==> src/rtl/lcd_tg_pkg.sv <==
package lcd_tg_pkg;
  localparam int unsigned POL_HSYNC = 0;
  localparam int unsigned POL_VSYNC = 1;
  localparam int unsigned POL_DE    = 2;
  localparam int unsigned POL_PCLK  = 3;
  localparam int unsigned POL_N     = 4;
endpackage

==> src/rtl/lcd_tg_shadow.sv <==
module lcd_tg_shadow #(
  parameter int unsigned H_W   = 12,
  parameter int unsigned V_W   = 12,
  parameter int unsigned DIV_W = 8
) (
  input  logic             clk_i,
  input  logic             rst_ni,
  input  logic             protect_i,
  input  logic             frame_end_i,
  input  logic             sh_run_i,
  input  logic [H_W-1:0]   sh_hsw_i,
  input  logic [H_W-1:0]   sh_hbp_i,
  input  logic [H_W-1:0]   sh_hact_i,
  input  logic [H_W-1:0]   sh_hfp_i,
  input  logic [V_W-1:0]   sh_vsw_i,
  input  logic [V_W-1:0]   sh_vbp_i,
  input  logic [V_W-1:0]   sh_vact_i,
  input  logic [V_W-1:0]   sh_vfp_i,
  input  logic             sh_div_en_i,
  input  logic [DIV_W-1:0] sh_div_val_i,
  output logic             run_o,
  output logic [H_W-1:0]   hsw_o,
  output logic [H_W-1:0]   hbp_o,
  output logic [H_W-1:0]   hact_o,
  output logic [H_W-1:0]   hfp_o,
  output logic [V_W-1:0]   vsw_o,
  output logic [V_W-1:0]   vbp_o,
  output logic [V_W-1:0]   vact_o,
  output logic [V_W-1:0]   vfp_o,
  output logic             div_en_o,
  output logic [DIV_W-1:0] div_val_o,
  output logic             load_o
);
  // idle scan reloads every cycle; running scan only at frame end
  assign load_o = !protect_i && (!run_o || frame_end_i);

  always_ff @(posedge clk_i or negedge rst_ni) begin
    if (!rst_ni) begin
      run_o <= 1'b0; div_en_o <= 1'b0; div_val_o <= '0;
      hsw_o <= '0; hbp_o <= '0; hact_o <= '0; hfp_o <= '0;
      vsw_o <= '0; vbp_o <= '0; vact_o <= '0; vfp_o <= '0;
    end else if (load_o) begin
      run_o <= sh_run_i; div_en_o <= sh_div_en_i; div_val_o <= sh_div_val_i;
      hsw_o <= sh_hsw_i; hbp_o <= sh_hbp_i; hact_o <= sh_hact_i; hfp_o <= sh_hfp_i;
      vsw_o <= sh_vsw_i; vbp_o <= sh_vbp_i; vact_o <= sh_vact_i; vfp_o <= sh_vfp_i;
    end
  end


  protect_hold_chk: assert property (@(posedge clk_i) disable iff (!rst_ni)
    protect_i |=> $stable({run_o, div_en_o, div_val_o, hsw_o, hbp_o, hact_o, hfp_o,
                           vsw_o, vbp_o, vact_o, vfp_o}));

  boundary_only_chk: assert property (@(posedge clk_i) disable iff (!rst_ni)
    (run_o && !frame_end_i) |=> $stable({run_o, div_en_o, div_val_o, hsw_o, hbp_o,
                                         hact_o, hfp_o, vsw_o, vbp_o, vact_o, vfp_o}));
endmodule

==> src/rtl/lcd_tg_pixdiv.sv <==
module lcd_tg_pixdiv #(
  parameter int unsigned DIV_W = 8
) (
  input  logic             clk_i,
  input  logic             rst_ni,
  input  logic             div_en_i,
  input  logic [DIV_W-1:0] div_val_i,
  input  logic             load_i,
  output logic             tick_o
);
  logic [DIV_W-1:0] cnt_q;

  assign tick_o = !div_en_i || (cnt_q == div_val_i);

  always_ff @(posedge clk_i or negedge rst_ni) begin
    if (!rst_ni)                cnt_q <= '0;
    else if (tick_o || load_i)  cnt_q <= '0;
    else                        cnt_q <= cnt_q + 1'b1;
  end


  div_cnt_range_chk: assert property (@(posedge clk_i) disable iff (!rst_ni)
    cnt_q <= div_val_i);
endmodule

==> src/rtl/lcd_tg_scan.sv <==
module lcd_tg_scan #(
  parameter int unsigned H_W = 12,
  parameter int unsigned V_W = 12
) (
  input  logic           clk_i,
  input  logic           rst_ni,
  input  logic           run_i,
  input  logic           tick_i,
  input  logic [H_W-1:0] hsw_i,
  input  logic [H_W-1:0] hbp_i,
  input  logic [H_W-1:0] hact_i,
  input  logic [H_W-1:0] hfp_i,
  input  logic [V_W-1:0] vsw_i,
  input  logic [V_W-1:0] vbp_i,
  input  logic [V_W-1:0] vact_i,
  input  logic [V_W-1:0] vfp_i,
  output logic           frame_end_o,
  output logic           origin_o,
  output logic           hs_raw_o,
  output logic           vs_raw_o,
  output logic           de_raw_o,
  output logic [H_W-1:0] x_o,
  output logic [V_W-1:0] y_o
);
  localparam int unsigned HC_W = H_W + 2;
  localparam int unsigned VC_W = V_W + 2;

  logic [HC_W-1:0] h_q, h_last, h_beg, h_end, h_sw;
  logic [VC_W-1:0] v_q, v_last, v_beg, v_end, v_sw;
  logic            at_h_last, at_v_last, h_act, v_act;

  assign h_sw   = HC_W'(hsw_i);
  assign h_beg  = h_sw + HC_W'(hbp_i) + HC_W'(2);
  assign h_end  = h_beg + HC_W'(hact_i);
  assign h_last = h_end + HC_W'(hfp_i) + HC_W'(1);
  assign v_sw   = VC_W'(vsw_i);
  assign v_beg  = v_sw + VC_W'(vbp_i) + VC_W'(2);
  assign v_end  = v_beg + VC_W'(vact_i);
  assign v_last = v_end + VC_W'(vfp_i) + VC_W'(1);

  assign at_h_last   = (h_q == h_last);
  assign at_v_last   = (v_q == v_last);
  assign frame_end_o = run_i && tick_i && at_h_last && at_v_last;
  assign origin_o    = run_i && (h_q == '0) && (v_q == '0);

  always_ff @(posedge clk_i or negedge rst_ni) begin
    if (!rst_ni) begin
      h_q <= '0; v_q <= '0;
    end else if (!run_i) begin
      h_q <= '0; v_q <= '0;
    end else if (tick_i) begin
      if (at_h_last) begin
        h_q <= '0;
        v_q <= at_v_last ? '0 : v_q + 1'b1;
      end else begin
        h_q <= h_q + 1'b1;
      end
    end
  end

  assign h_act    = (h_q >= h_beg) && (h_q <= h_end);
  assign v_act    = (v_q >= v_beg) && (v_q <= v_end);
  assign hs_raw_o = run_i && (h_q <= h_sw);
  assign vs_raw_o = run_i && (v_q <= v_sw);
  assign de_raw_o = run_i && h_act && v_act;
  assign x_o      = de_raw_o ? H_W'(h_q - h_beg) : '0;
  assign y_o      = de_raw_o ? V_W'(v_q - v_beg) : '0;


  hold_no_tick_chk: assert property (@(posedge clk_i) disable iff (!rst_ni)
    (run_i && !tick_i) |=> ($stable(h_q) && $stable(v_q)));

  h_bound_chk: assert property (@(posedge clk_i) disable iff (!rst_ni)
    h_q <= h_last);
endmodule

==> src/rtl/lcd_tg_irq.sv <==
module lcd_tg_irq (
  input  logic clk_i,
  input  logic rst_ni,
  input  logic origin_i,
  input  logic sel_i,
  input  logic clr_i,
  input  logic en_i,
  input  logic frm_en_i,
  output logic pend_o,
  output logic irq_o
);
  logic org_q, evt;

  assign evt = sel_i && origin_i && !org_q;

  always_ff @(posedge clk_i or negedge rst_ni) begin
    if (!rst_ni) begin
      org_q <= 1'b0; pend_o <= 1'b0;
    end else begin
      org_q <= origin_i;
      if (evt)        pend_o <= 1'b1;
      else if (clr_i) pend_o <= 1'b0;
    end
  end

  assign irq_o = pend_o && en_i && frm_en_i;


  pend_set_chk: assert property (@(posedge clk_i) disable iff (!rst_ni)
    evt |=> pend_o);

  pend_clr_chk: assert property (@(posedge clk_i) disable iff (!rst_ni)
    (clr_i && !evt) |=> !pend_o);
endmodule

==> src/rtl/lcd_timing_gen.sv <==
module lcd_timing_gen
  import lcd_tg_pkg::*;
#(
  parameter int unsigned H_W   = 12,
  parameter int unsigned V_W   = 12,
  parameter int unsigned DIV_W = 8
) (
  input  logic             clk_i,
  input  logic             rst_ni,
  input  logic             vid_en_i,
  input  logic             protect_i,
  input  logic [H_W-1:0]   hsw_i,
  input  logic [H_W-1:0]   hbp_i,
  input  logic [H_W-1:0]   hact_i,
  input  logic [H_W-1:0]   hfp_i,
  input  logic [V_W-1:0]   vsw_i,
  input  logic [V_W-1:0]   vbp_i,
  input  logic [V_W-1:0]   vact_i,
  input  logic [V_W-1:0]   vfp_i,
  input  logic             div_en_i,
  input  logic [DIV_W-1:0] div_val_i,
  input  logic [POL_N-1:0] pol_inv_i,
  input  logic             irq_en_i,
  input  logic             irq_frame_en_i,
  input  logic             irq_sel_i,
  input  logic             irq_clr_i,
  output logic             pclk_en_o,
  output logic             pclk_o,
  output logic             hsync_o,
  output logic             vsync_o,
  output logic             de_o,
  output logic [H_W-1:0]   x_o,
  output logic [V_W-1:0]   y_o,
  output logic             irq_pend_o,
  output logic             irq_o
);
  logic             run, div_en, load, tick, frame_end, origin;
  logic             hs_raw, vs_raw, de_raw;
  logic [DIV_W-1:0] div_val;
  logic [H_W-1:0]   hsw, hbp, hact, hfp;
  logic [V_W-1:0]   vsw, vbp, vact, vfp;

  lcd_tg_shadow #(.H_W(H_W), .V_W(V_W), .DIV_W(DIV_W)) i_shadow (
    .clk_i, .rst_ni, .protect_i, .frame_end_i(frame_end),
    .sh_run_i(vid_en_i), .sh_hsw_i(hsw_i), .sh_hbp_i(hbp_i), .sh_hact_i(hact_i),
    .sh_hfp_i(hfp_i), .sh_vsw_i(vsw_i), .sh_vbp_i(vbp_i), .sh_vact_i(vact_i),
    .sh_vfp_i(vfp_i), .sh_div_en_i(div_en_i), .sh_div_val_i(div_val_i),
    .run_o(run), .hsw_o(hsw), .hbp_o(hbp), .hact_o(hact), .hfp_o(hfp),
    .vsw_o(vsw), .vbp_o(vbp), .vact_o(vact), .vfp_o(vfp),
    .div_en_o(div_en), .div_val_o(div_val), .load_o(load)
  );

  lcd_tg_pixdiv #(.DIV_W(DIV_W)) i_pixdiv (
    .clk_i, .rst_ni, .div_en_i(div_en), .div_val_i(div_val), .load_i(load),
    .tick_o(tick)
  );

  lcd_tg_scan #(.H_W(H_W), .V_W(V_W)) i_scan (
    .clk_i, .rst_ni, .run_i(run), .tick_i(tick),
    .hsw_i(hsw), .hbp_i(hbp), .hact_i(hact), .hfp_i(hfp),
    .vsw_i(vsw), .vbp_i(vbp), .vact_i(vact), .vfp_i(vfp),
    .frame_end_o(frame_end), .origin_o(origin),
    .hs_raw_o(hs_raw), .vs_raw_o(vs_raw), .de_raw_o(de_raw), .x_o, .y_o
  );

  lcd_tg_irq i_irq (
    .clk_i, .rst_ni, .origin_i(origin), .sel_i(irq_sel_i), .clr_i(irq_clr_i),
    .en_i(irq_en_i), .frm_en_i(irq_frame_en_i), .pend_o(irq_pend_o), .irq_o
  );

  assign pclk_en_o = tick;
  assign pclk_o    = tick   ^ pol_inv_i[POL_PCLK];
  assign hsync_o   = hs_raw ^ pol_inv_i[POL_HSYNC];
  assign vsync_o   = vs_raw ^ pol_inv_i[POL_VSYNC];
  assign de_o      = de_raw ^ pol_inv_i[POL_DE];


  de_excl_chk: assert property (@(posedge clk_i) disable iff (!rst_ni)
    de_raw |-> (!hs_raw && !vs_raw));

  idle_quiet_chk: assert property (@(posedge clk_i) disable iff (!rst_ni)
    !run |-> (!de_raw && !hs_raw && !vs_raw));
endmodule

==> config.mk <==
export PLATFORM = sky130hd
export DESIGN_NAME = lcd_timing_gen
export DESIGN_NICKNAME = d
export VERILOG_FILES = /design/src/rtl/lcd_tg_pkg.sv /design/src/rtl/lcd_tg_shadow.sv /design/src/rtl/lcd_tg_pixdiv.sv /design/src/rtl/lcd_tg_scan.sv /design/src/rtl/lcd_tg_irq.sv /design/src/rtl/lcd_timing_gen.sv
export SDC_FILE = /design/constraint.sdc
export NUM_CORES = 1
export LEC_CHECK = 0
export ABC_CLOCK_PERIOD_IN_PS = 9800
export BUFFER_PORTS_ARGS = -buffer_cell sky130_fd_sc_hd__buf_2
export CORE_MARGIN = 2
export CORE_UTILIZATION = 26
export CTS_CLUSTER_SIZE = 28
export DETAILED_ROUTE_END_ITERATION = 10
export GPL_ROUTABILITY_DRIVEN = 0
export SKIP_LAST_GASP = 1
export SLEW_MARGIN = 20
export SYNTH_ARGS = -nofsm -noshare
export SYNTH_HDL_FRONTEND = slang
export SYNTH_HIERARCHICAL = 1
export SYNTH_SLANG_ARGS = --single-unit
==> constraint.sdc <==
create_clock -name clk_i -period 9.8 [get_ports clk_i]
set_input_delay 1.47 -clock clk_i [delete_from_list [all_inputs] [get_ports clk_i]]
set_output_delay 1.47 -clock clk_i [all_outputs]
set_load 0.05 [all_outputs]
==> results.md <==
- CP most frequent cell: ha_1
- CTS hold repair buffers: 0
- Netlist cell types: 79
- Multiplexer share of the synthesized area: 0.09469
- Worst slew pin tran: 1075 ps
- Fin nets: 1828
- Critical Path Fanout Max: 13
- DRC Markers: 0
- Req. time, crit path: 8330 ps
- Synthesized area per cell: 9.295 µm²
- Setup ws final: 1549 ps
- Post-Route WL: 36.70 mm
- Core area: 48850 µm²
- # diodes: 0
- Mapped cell area: 12820 µm²
- Routed Antenna Nets: 0
- Post-CTS Setup Inserts: 0
- Fin. max-slew vios: 0
- Die Height: 226.0 µm
- Ys async rst share: 1.000
- First-pass GRT wire length: 57.24 mm
- Largest net degree at the start of global routing: 96
- Clock buffer depth: 2
- Fraction of layout cells with a size suffix above 1: 0.1755
- Die area: 51090 µm²
- Detail Placement HPWL: 29.15 mm
- Post-Synth Simple-Gate Area: 0.1450
- Reg clk slew, reported paths: 70 ps
- Synth Register Bits: 144
- CP Capture Type: primary output
- Detailed Route Iter0 Violations: 873
- Clk sink count: 144
- CP Cell Sequence: ha_1 -> ha_1 -> a21o_1 -> a31o_2 -> o21ai_0 -> nor2_1 -> o21a_1 -> nor2_1 -> xnor2_1 -> ha_1 -> a21o_1 -> a2111o_1 -> a31oi_1 -> nor2_1 -> xor2_1 -> ha_1 -> nand4_1 -> or4_1 -> o211ai_1 -> o2111ai_2 -> buf_4 -> nor3_1 -> buf_2
- Grt ovf: 0
- Clock latency on the worst-skew pair: 480 ps
- Commonest non-fill, non-tap cell in the layout: ha_1
- Tot GR Track Use: 0.1476
- Syn Nets: 1687
- Setup TNS Final: 0 ps
- Top-Level Pins: 148
- Buffers on Ports: 147
- CTS Buf Count: 17
- Clk_skew: 14.53 ps
- Cells after synthesis: 1379
- Root Buffer: clkbuf_16
- Max frequency: 121.2 MHz
- Number of vias per cell: 4.870
- Area share of fa/ha/maj cells after synthesis: 0.1911
- WP data arrival: 6780 ps
- Fill cell count: 5216
- Vias: 10.70k
- Die W: 226.0 µm
- EDFF count, synth: 0
- Largest family of logic cells by synthesized area: adder cells
- Synth Warn #: 6
- Initial core utilization: 0.2624
- Endpoints failing setup: 0
- Most frequent cells in the layout: 183 x ha_1, 146 x buf_2, 144 x dfrtp_1
- Setup slack at placement: 2160 ps
- Final Hold Fails: 0
- Seq/Total Area, Yosys: 0.2811
- Drt pass-1 iters: 5
- Main synth FF type: dfrtp_1
- Max stage delay on crit path: 490 ps
- CP max-delay cell: or4_1
- Max Cap Violations: 0
- H-tree depth: 4
- Type of the worst setup path: flip-flop to primary output
- Post-synthesis compound-gate area fraction: 0.1643
- Worst Hold Class: flip-flop to flip-flop
- WL per Instance: 16.70 µm
- Initial antenna violation count: 2
- # resized after CTS: 0
- Number of global-route vias before repair: 10.47k
- Final worst-path cycle share: 0.8420
- Worst slew margin: 0.2788
- Synth-to-layout area growth: 15.53%
- Synth Area in XOR/XNOR: 0.07321
- Crit path time final: 8251 ps
- CTS tree: yes
- RSZ-0062 raised after global routing: no
- Row Count: 81
- Crit start category: flip-flop
- Status: completed
cells in the mapped netlist (all sizes together) (3+ instances only):
| cell | number | area share |
|---|---|---|
| a2111oi | 3 | 0.0021 |
| a211o | 4 | 0.0027 |
| a211oi | 12 | 0.0070 |
| a21boi | 6 | 0.0035 |
| a21o | 25 | 0.015 |
| a21oi | 63 | 0.025 |
| a221oi | 4 | 0.0027 |
| a22o | 8 | 0.0055 |
| a31o | 5 | 0.0034 |
| a31oi | 8 | 0.0044 |
| and2 | 4 | 0.0020 |
| and3 | 21 | 0.010 |
| buf | 16 | 0.0093 |
| clkbuf | 13 | 0.0038 |
| dfrtp | 144 | 0.28 |
| fa | 8 | 0.012 |
| ha | 183 | 0.18 |
| inv | 128 | 0.037 |
| mux2 | 106 | 0.093 |
| nand2 | 52 | 0.015 |
| nand2b | 24 | 0.012 |
| nand3 | 27 | 0.011 |
| nand4 | 28 | 0.014 |
| nor2 | 101 | 0.030 |
| nor2b | 35 | 0.017 |
| nor3 | 37 | 0.014 |
| nor3b | 5 | 0.0029 |
| nor4 | 13 | 0.0075 |
| o2111ai | 5 | 0.0034 |
| o211a | 3 | 0.0023 |
| o211ai | 10 | 0.0059 |
| o21a | 38 | 0.022 |
| o21ai | 79 | 0.031 |
| o21bai | 7 | 0.0041 |
| o22ai | 7 | 0.0039 |
| o31a | 4 | 0.0027 |
| o31ai | 6 | 0.0050 |
| or3 | 9 | 0.0044 |
| xnor2 | 50 | 0.035 |
| xor2 | 51 | 0.035 |
state kept, by name, indices dropped and copies added (netlist names), 8 cells and up:
signal	flops
i_shadow/hfp_o	12
i_shadow/hact_o	12
i_shadow/vact_o	12
i_shadow/hbp_o	12
i_pixdiv/cnt_q	8
i_scan/h_q	14
i_shadow/div_val_o	8
i_shadow/vfp_o	12
i_shadow/vsw_o	12
i_shadow/hsw_o	12
i_scan/v_q	14
i_shadow/vbp_o	12
cell type report:
| class | count | area [µm²] | area share |
|---|---|---|---|
| clock inverter | 15 | 123.9 | 0.008365 |
| timing repair buffer | 151 | 772.0 | 0.05213 |
| clock buffer | 17 | 425.4 | 0.02873 |
| inverter | 128 | 480.5 | 0.03245 |
| multi-input combinational | 1078 | 8572 | 0.5789 |
| sequential | 144 | 3603 | 0.2433 |
| tap | 664 | 830.8 | 0.05610 |
final timing paths:
check / slack, ps / depth (start not counted) / startpoint / endpoint
max in group asynchronous: 7430 / 2 / rst_ni / i_shadow/vsw_o[6]
hold reg to reg: 440 / 1 / i_irq/org_q / i_irq/pend_o
hold / removal: 440 / 1 / i_irq/org_q / i_irq/pend_o
min in group asynchronous: 1090 / 1 / rst_ni / i_shadow/hact_o[10]
setup / recovery: 1550 / 23 / i_shadow/hsw_o[4] / y_o[10]
setup reg to reg: 2430 / 29 / i_shadow/hsw_o[1] / i_shadow/hfp_o[11]
metal layers:
metal  wire (µm)  part of all wire  track usage  up-vias
met5           0                 0            0        -
met4         867             0.024      0.05157        0
met3        2232             0.061      0.04124       59
met2       17300              0.47       0.2417      311
met1       16300              0.44       0.1856     5088
li1            -                 -            -     5242
cell families (layout without fill, tap and decap cells):
logic type                 Yosys count  count (layout)
muxes                              108             108
and+or+nand+nor                    364             364
DFF                                144             144
AOI/OAI and AO/OA                  312             312
adders and majority gates          191             191
xor gates and xnor gates           103             103
buffers and inverters              157             311
worst max-delay path: cells and delay by family (launching register included):
| kind | cells | cell delay (ps) |
|---|---|---|
| AND/OR/NAND/NOR | 6 | 1230 |
| adder cells (fa/ha/maj) | 4 | 1280 |
| flip-flops | 1 | 400 |
| buffers and inverters | 2 | 710 |
| XOR/XNOR | 2 | 340 |
| AO/OA/AOI/OAI | 9 | 2330 |
through the flow:
| stage | hold WS [ps] | util | area (µm²) | instances |
|---|---|---|---|---|
| after global placement | 432.6 | 0.2919 | 14260 | 2165 |
| after global routing | 459.9 | 0.3031 | 14810 | 2197 |
| after floorplan | 424.4 | - | 12820 | 1379 |
| after CTS | 448.6 | 0.3031 | 14810 | 2197 |
| final | 444.1 | 0.3031 | 14810 | 2197 |
| after detailed placement | 438.9 | 0.2919 | 14260 | 2165 |
Power is left out: the tool's default activity adds up to more than one toggle a clock period on the data nets, which glitch-free logic cannot reach.
